===== config.mk =====
export PLATFORM = sky130hd
export DESIGN_NAME = rlb_auto_ctrl
export DESIGN_NICKNAME = d
export VERILOG_FILES = /design/src/rtl/rlb_auto_ctrl.sv
export SDC_FILE = /design/constraint.sdc
export NUM_CORES = 1
export LEC_CHECK = 0
export BUFFER_PORTS_ARGS = -buffer_cell sky130_fd_sc_hd__clkbuf_2
export CAP_MARGIN = 15
export CORE_AREA = 2 2 181 227
export CTS_CLUSTER_SIZE = 10
export DETAILED_ROUTE_END_ITERATION = 8
export DIE_AREA = 0 0 183 229
export GPL_TIMING_DRIVEN = 0
export HOLD_SLACK_MARGIN = 0.08
export PLACE_DENSITY = 0.4
export SETUP_SLACK_MARGIN = 0.4
export SYNTH_ARGS = -nofsm -noshare
export SYNTH_HDL_FRONTEND = slang
export SYNTH_SLANG_ARGS = --single-unit

===== constraint.sdc =====
create_clock -name clk -period 14.9 [get_ports clk]
set_clock_uncertainty 0.2 [all_clocks]
set_input_delay 2.235 -clock clk [delete_from_list [all_inputs] [get_ports clk]]
set_output_delay 2.235 -clock clk [all_outputs]
set_load 0.05 [all_outputs]

===== src/rtl/rlb_auto_ctrl.sv =====
module rlb_auto_ctrl #(
  parameter int CODE_W     = 16,
  parameter int WIN_BITS   = 1000,
  parameter int ERR_LIMIT  = 15,
  parameter int HOLD_TICKS = 5
) (
  input  logic                          clk,
  input  logic                          rst_n,
  input  logic                          rx_en,
  input  logic                          rx_bit,
  input  logic [CODE_W/2-1:0]           up_code_hi,
  input  logic [CODE_W/2-1:0]           up_code_lo,
  input  logic [CODE_W/2-1:0]           dn_code_hi,
  input  logic [CODE_W/2-1:0]           dn_code_lo,
  input  logic [$clog2(CODE_W)-1:0]     code_len,
  input  logic                          auto_en,
  input  logic                          man_rlb,
  input  logic                          sec_tick,
  output logic                          rlb_sel,
  output logic                          auto_flag,
  output logic                          tx_src_sel
);
  localparam int LW = $clog2(CODE_W);
  localparam int WW = $clog2(WIN_BITS + 1);
  localparam int TW = $clog2(HOLD_TICKS + 1);

  logic              in_loop, sync;
  logic [CODE_W-1:0] hist, hist_nx, code, mask, win, hit;
  logic [2*CODE_W-1:0] dbl;
  logic [LW:0]       len, sh;
  logic [WW-1:0]     bitcnt, errcnt, err_nx;
  logic [TW-1:0]     tcnt;
  logic              mis, flip;

  assign len     = {1'b0, code_len} + 1'b1;
  assign sh      = (LW+1)'(CODE_W) - len;
  assign mask    = ~({CODE_W{1'b1}} << len);
  assign code    = (in_loop ? {dn_code_hi, dn_code_lo} : {up_code_hi, up_code_lo}) & mask;
  assign dbl     = {{CODE_W{1'b0}}, code} | ({{CODE_W{1'b0}}, code} << len);
  assign hist_nx = {rx_bit, hist[CODE_W-1:1]};
  assign win     = hist_nx >> sh;

  for (genvar r = 0; r < CODE_W; r++) begin : g_rot
    assign hit[r] = ((LW+1)'(r) < len) && (((win ^ dbl[r +: CODE_W]) & mask) == '0);
  end

  assign mis    = ~|hit;
  assign err_nx = errcnt + WW'(mis);
  assign flip   = sec_tick && sync && (tcnt == TW'(HOLD_TICKS - 1));

  always_ff @(posedge clk) begin
    if (!rst_n) begin
      hist    <= '0;
      in_loop <= 1'b0;
      sync    <= 1'b0;
      bitcnt  <= '0;
      errcnt  <= '0;
      tcnt    <= '0;
    end else begin
      if (rx_en) hist <= hist_nx;
      if (!auto_en) begin
        in_loop <= 1'b0;
        sync    <= 1'b0;
        bitcnt  <= '0;
        errcnt  <= '0;
        tcnt    <= '0;
      end else if (flip) begin
        in_loop <= !in_loop;
        sync    <= 1'b0;
        bitcnt  <= '0;
        errcnt  <= '0;
        tcnt    <= '0;
      end else begin
        if (rx_en) begin
          if (bitcnt == WW'(WIN_BITS - 1)) begin
            sync   <= err_nx <= WW'(ERR_LIMIT);
            bitcnt <= '0;
            errcnt <= '0;
          end else begin
            bitcnt <= bitcnt + 1'b1;
            errcnt <= err_nx;
          end
        end
        if (!sync)         tcnt <= '0;
        else if (sec_tick) tcnt <= tcnt + 1'b1;
      end
    end
  end

  assign auto_flag  = in_loop;
  assign rlb_sel    = in_loop | man_rlb;
  assign tx_src_sel = rlb_sel;
endmodule


==> flow_metrics.tcl, run 1 <==
set metrics [dict create \
    rsz0062_at_grt "false" \
    syn_area_um2 9800 \
    core_area_um2 39800 \
    instances_no_fill 1849 \
    die_x_um 183 \
    vias 11400 \
    setup_viol 0 \
    dp_cells 1841 \
    synthArstFlopShare_pct 0 \
    clkPwrFrac_pct 15.2 \
    wl_per_cell_um 30.2 \
    ys_seq_area_share_pct 8.17 \
    fillers 4452 \
    utilization_pct 27.2 \
    min_from "errcnt[0]" \
    cts_setup_buffers 0 \
    syn_inst 1290 \
    maxSlewViolCount 0 \
    cts_sinks 40 \
    num_rows 82 \
    synth_nets 1343 \
    synth-edff-count 0 \
    top_usage_layer "met2" \
    path_clk_slew_ps 60 \
    required_ps 14920 \
    overflow 0 \
    finalWirelength_mm 55.8 \
    timing.fmax_mhz 87.8 \
    chipHeight_um 229 \
    grt_pass1_wl_mm 79.4 \
    cts_hold_buf 0 \
    cts.path.max_buffers 2 \
    pin_count 46 \
    tightest_slew_ps 1350 \
    initial_core_util_pct 24.6 \
    internal_power_w 0.000380 \
    ys_ff_latch 40 \
    gr-usage-met2_pct 41.9 \
    fin_tns_setup_ps 0 \
    route.detailed.drc 0 \
    irDropWorstVdd_v 0.0000367 \
    p_leak_nw 3.72 \
    clk_latency_ps 280 \
    design.die.area_um2 41900 \
    reg2reg_from "auto_flag" \
    end_kind "flop" \
    max_cap_viol_count 0 \
    slew_headroom_pct 9.44 \
    grtUsageMet1_pct 31.7 \
    synth_cell_types 103 \
    p_per_area_nw_per_um2 73.5 \
    cts_tree "yes" \
    ant_nets 0 \
    ctsResizeCount 0 \
    min_period_over_period_pct 76.4 \
    place_hpwl_mm 43.1 \
    ys_warn_count 0 \
    final_nets 1397 \
    area_growth_pct 10.6 \
    port_buffers 44 \
    gp_congestion 0.990 \
    crit_fanout 10 \
    min_path_type "flop to flop" \
    grtUsageMet3_pct 3.47 \
    diodes 0 \
    path_class "input pin to flop" \
    stdcell_area_um2 10800 \
    p_sw_w 0.000416 \
    dpl_cell_area_um2 10700 \
    cp_data_arrival_time_ps 11410 \
    drive_above_1_share_pct 16.0 \
    track_usage_pct 25.8 \
    numCtsBuffers 5 \
    worstSetupStartpointType "input pin" \
    clock-root-buffer "clkbuf_16" \
    seqPwrFrac_pct 13.7 \
    postSynthAreaPerCell_um2 7.60 \
    grt_max_degree 13 \
    grt_pass1_vias 11000 \
    hold_viol 0 \
    switching_share_pct 52.2 \
    drt-initial-drc-count 1262 \
    outcome "finished, final reports clean" \
    crit_slowest_cell "a22oi_1" \
    antenna_found_initial 0 \
    fin_crit_ps 11380 \
    crit_start "code_len[1]" \
    max_stage_delay_ps 820 \
    vias_per_cell 6.18 \
    cts_max_level 2 \
    drt-pass1-iter-count 6 \
    comb_power_share_pct 71.1 \
    synthFlopType "dfxtp_1" \
]
==> cells in the final DEF (no fill, tap or decap), types with 10 or more instances in the layout <==
| master | netlist | routed |
|---|---|---|
| o221ai_1 | 15 | 15 |
| o21ai_0 | 43 | 43 |
| dfxtp_1 | 40 | 40 |
| a22oi_1 | 20 | 20 |
| mux4_2 | 12 | 12 |
| xor2_1 | 97 | 97 |
| nand4_1 | 18 | 18 |
| ha_1 | 10 | 10 |
| nor3_1 | 42 | 42 |
| nor2b_1 | 26 | 26 |
| buf_2 | 46 | 46 |
| a31oi_1 | 18 | 18 |
| a221oi_1 | 12 | 12 |
| buf_6 | 9 | 10 |
| o211ai_1 | 19 | 19 |
| o2111ai_1 | 17 | 17 |
| clkbuf_2 | 0 | 44 |
| clkbuf_1 | 34 | 35 |
| mux2i_1 | 59 | 59 |
| nor4_1 | 15 | 15 |
| nand2_1 | 89 | 89 |
| nand2b_1 | 14 | 14 |
| nor2_1 | 108 | 108 |
| a211oi_1 | 23 | 23 |
| and3_1 | 17 | 17 |
| and2_1 | 14 | 14 |
| buf_4 | 17 | 19 |
| mux2_2 | 18 | 18 |
| nand3_1 | 36 | 36 |
| a21oi_1 | 47 | 47 |
| o22ai_1 | 35 | 35 |
| or3_1 | 10 | 10 |
| xnor2_1 | 122 | 122 |
==> state kept, by name, indices dropped and copies added, names as in the netlist <==
register	count
bitcnt	10
errcnt	10
tcnt	3
sync	1
hist	15
auto_flag	1
==> kinds of logic after synthesis <==
logic type	count (synthesis)	synth area share, %
buffers and inverters	123	6.80
DFF	40	8.17
and+or+nand+nor	427	22.1
xor gates and xnor gates	224	20.5
muxes	100	12.7
AOI/OAI and AO/OA	366	28.4
adders and majority gates	10	1.28
==> routing by layer <==
layer,part of all wire [%],wire length (µm),vias up
met5,0,0,-
met4,8.2,4570,0
met3,7.5,4170,241
met2,45,25100,706
met1,39,22000,5508
li1,-,-,4965
==> power groups by stage <==
stage | Sequential, W | Clock [W] | Combinational (W)
4_1_cts | 0.000109 | 0.000125 | 0.000547
6_report | 0.000109 | 0.000121 | 0.000566
5_1_grt | 0.000109 | 0.000129 | 0.000589
3_3_place_gp | 0.000111 | 0 | 0.000546
3_5_place_dp | 0.000111 | 0 | 0.000545
2_1_floorplan | 0.000111 | 0 | 0.000370
==> path summary, 6_finish.rpt <==
| path | cells past startpoint | slack (ps) | to |
|---|---|---|---|
| max | 35 | 3520 | sync |
| min | 2 | 280 | errcnt[0] |
| max reg2reg | 25 | 7700 | sync |
| min reg2reg | 2 | 280 | errcnt[0] |
==> synth_stat cells, types with 14 or more instances <==
cell	number	area, µm²
and2_1	14	87.6
mux2_2	18	203
nand2b_1	14	87.6
o211ai_1	19	143
and3_1	17	106
a21oi_1	47	235
nand2_1	89	334
o21ai_0	43	215
a31oi_1	18	113
a22oi_1	20	150
nor2_1	108	405
nor4_1	15	93.8
buf_2	46	230
clkbuf_1	34	128
nand3_1	36	180
nor2b_1	26	163
nor3_1	42	210
o22ai_1	35	219
buf_4	17	128
o2111ai_1	17	149
o221ai_1	15	131
mux2i_1	59	591
nand4_1	18	113
xor2_1	97	850
a211oi_1	23	173
dfxtp_1	40	801
xnor2_1	122	1070
==> through the flow <==
step	hold slack (ps)	setup WS, ps	total power [W]
final	278	3520	0.000797
after global routing	318	3050	0.000827
after CTS	279	3660	0.000780
after detailed placement	269	3380	0.000656
after global placement	269	3330	0.000657
after floorplan	251	6310	0.000481
==> area by class of cell <==
type | instances | area (µm²) | area share (%)
buffer | 112 | 626 | 5.77
timing repair buffer | 47 | 246 | 2.27
sequential | 40 | 801 | 7.39
tap | 504 | 631 | 5.82
clock inverter | 2 | 35.0 | 0.323
inverter | 11 | 41.3 | 0.381
multi-input combinational | 1127 | 8330 | 76.9
clock buffer | 6 | 129 | 1.19
==> critical path: cells and delay by family <==
family / cells / cell delay (ps)
buf+inv: 12 / 3590
compound gates: 9 / 2570
simple gates: 9 / 1640
fa+ha+maj: 4 / 1210
xor+xnor: 1 / 140
No activity file was read; power rests on OpenSTA's default activity.
==> inputs of run 2 (changes only) <==
==> constraint.sdc (replaced) <==
create_clock -name clk -period 11.1 [get_ports clk]
set_clock_uncertainty 0.2 [all_clocks]
set_input_delay 1.665 -clock clk [delete_from_list [all_inputs] [get_ports clk]]
set_output_delay 1.665 -clock clk [all_outputs]
set_load 0.05 [all_outputs]
==> run 2 against run 1 <==
Net effect: largest power group unchanged; via count rose by 0.32%; core utilization about the same; highest routed layer unchanged; die area unchanged; critical endpoint unchanged; hold slack is the same; sequential share of layout area hardly changed; critical path depth decreased by 1; clock power rose by 35%; register-to-register slack worse by 3800 ps.
==> flow_metrics.tcl, run 2 (same netlist as run 1, synthesis figures left out) <==
set metrics [dict create \
    outcome "finished, final reports clean" \
    max_stage_delay_ps 940 \
    p_sw_w 0.000559 \
    slew_headroom_pct 9.74 \
    hold_viol 0 \
    vias_per_cell 6.20 \
    clk_latency_ps 280 \
    reg2regPathDepth 25 \
    min_period_over_period_pct 92.8 \
    cts_setup_buffers 0 \
    cts_sinks 40 \
    fin_crit_ps 10300 \
    crit_slowest_cell "nor2_1" \
    drive_above_1_share_pct 16.2 \
    ff2ff_setup_slack_ps 3890 \
    cts_max_level 2 \
    path_class "input pin to flop" \
    diodes 0 \
    path_buf_inv 11 \
    place_hpwl_mm 43.1 \
    numCtsBuffers 5 \
    timing.fmax_mhz 97.1 \
    p_per_area_nw_per_um2 98.6 \
    drt-pass1-iter-count 6 \
    tightest_slew_ps 1340 \
    internal_power_w 0.000511 \
    top_regs "hist x15, bitcnt x10, errcnt x10" \
    fin_tns_setup_ps 0 \
    port_buffers 44 \
    setup_viol 0 \
    worstSetupStartpointType "input pin" \
    path_clk_slew_ps 60 \
    min_from "errcnt[0]" \
    maxSlewViolCount 0 \
    cts_hold_buf 0 \
    vias 11500 \
    crit_fanout 10 \
    switching_share_pct 52.2 \
    cts.path.max_buffers 2 \
    dp_cells 1841 \
    comb_power_share_pct 71.1 \
    grt_pass1_wl_mm 79.4 \
    chipHeight_um 229 \
    min_to "errcnt[0]" \
    core_area_um2 39800 \
    route.detailed.drc 0 \
    required_ps 11120 \
    final_nets 1397 \
    grt_max_degree 13 \
    wl_per_cell_um 30.2 \
    final_common_cell "xnor2_1" \
    cts_tree "yes" \
    largest_reg_flops 15 \
    cp_common_cell "ha_1" \
    clock-root-buffer "clkbuf_16" \
    gp_congestion 0.990 \
    crit_start "code_len[1]" \
    antenna_found_initial 0 \
    max_cap_viol_count 0 \
    irDropWorstVdd_v 0.0000494 \
    rsz0062_at_grt "false" \
    min_path_cells 2 \
    overflow 0 \
    end_kind "flop" \
    instances_no_fill 1849 \
    finalWirelength_mm 55.8 \
    design.die.area_um2 41900 \
    most-common-layout-cells "xnor2_1 (122), nor2_1 (108), xor2_1 (97), nand2_1 (89), mux2i_1 (59)" \
    fillers 4450 \
    grt_pass1_vias 11000 \
    min_path_type "flop to flop" \
    seqPwrFrac_pct 13.7 \
    p_leak_nw 3.72 \
    rr_endpoint "sync" \
    die_x_um 183 \
    cp_data_arrival_time_ps 10320 \
    initial_core_util_pct 24.6 \
    track_usage_pct 25.8 \
    clkPwrFrac_pct 15.2 \
    pin_count 46 \
    area_growth_pct 10.8 \
    num_rows 82 \
    reg2reg_from "auto_flag" \
    drt-initial-drc-count 1391 \
    ctsResizeCount 0 \
    ant_nets 0 \
    top_register "hist" \
    cp_top_family "simple AND/OR/NAND/NOR gates" \
]
==> run 2: cell type report <==
cell class                 instances  area [µm²]  area share [%]
sequential                        40         801            7.37
inverter                          11        41.3           0.380
clock inverter                     2        35.0           0.323
multi-input combinational       1127        8350            76.9
buffer                           112         628            5.78
timing repair buffer              47         246            2.27
tap                              504         631            5.81
clock buffer                       6         129            1.19
==> run 2: worst max-delay path by stage <==
stage / to / slack, ps / depth (start not counted)
floorplan: sync / 3080 / 34
global placement: sync / 100 / 35
detailed placement: sync / 150 / 35
CTS: sync / 430 / 35
global route: sync / 410 / 34
finish: sync / 800 / 34
==> run 2: power groups by stage <==
stage	registers, W	clock network [W]	logic, W
floorplan	0.000149	0	0.000497
CTS	0.000146	0.000167	0.000734
finish	0.000146	0.000163	0.000761
detailed placement	0.000150	0	0.000731
global route	0.000147	0.000173	0.000791
global placement	0.000150	0	0.000733
==> run 2: worst register-to-register path, cell delays in order, from the launching register on <==
cell	delay, ps
dfxtp_1	370
buf_6	150
buf_12	160
mux2i_2	620
nor3_1	110
a22oi_1	550
nand2_1	340
o211ai_2	790
buf_4	380
xor2_1	110
o221ai_1	340
nor4_1	110
a211oi_1	350
o2111ai_1	300
nor4_2	540
ha_1	250
and3_1	190
and3_1	230
and3_1	170
clkbuf_1	220
nand3_1	100
o21ai_0	80
nand2_1	70
a221oi_1	260
a21oi_1	70
nor2_1	80
==> run 2: routing by layer <==
metal | share of wire, % | global-route usage, %
met5 | 0 | 0
met3 | 8.1 | 3.47
met1 | 39 | 31.7
met4 | 8.0 | 17.0
met2 | 45 | 41.9
==> run 2: metrics by stage <==
| step | instance area [µm²] | hold WS (ps) | util, % | power, W | worst slack [ps] |
|---|---|---|---|---|---|
| finish | 10900 | 278 | 27.3 | 0.00107 | 804 |
| global route | 10900 | 318 | 27.3 | 0.00111 | 410 |
| CTS | 10800 | 279 | 27.2 | 0.00105 | 433 |
| detailed placement | 10700 | 269 | 26.8 | 0.000881 | 149 |
| global placement | 10700 | 269 | 26.8 | 0.000882 | 96.1 |
| floorplan | 9800 | 251 | - | 0.000646 | 3080 |
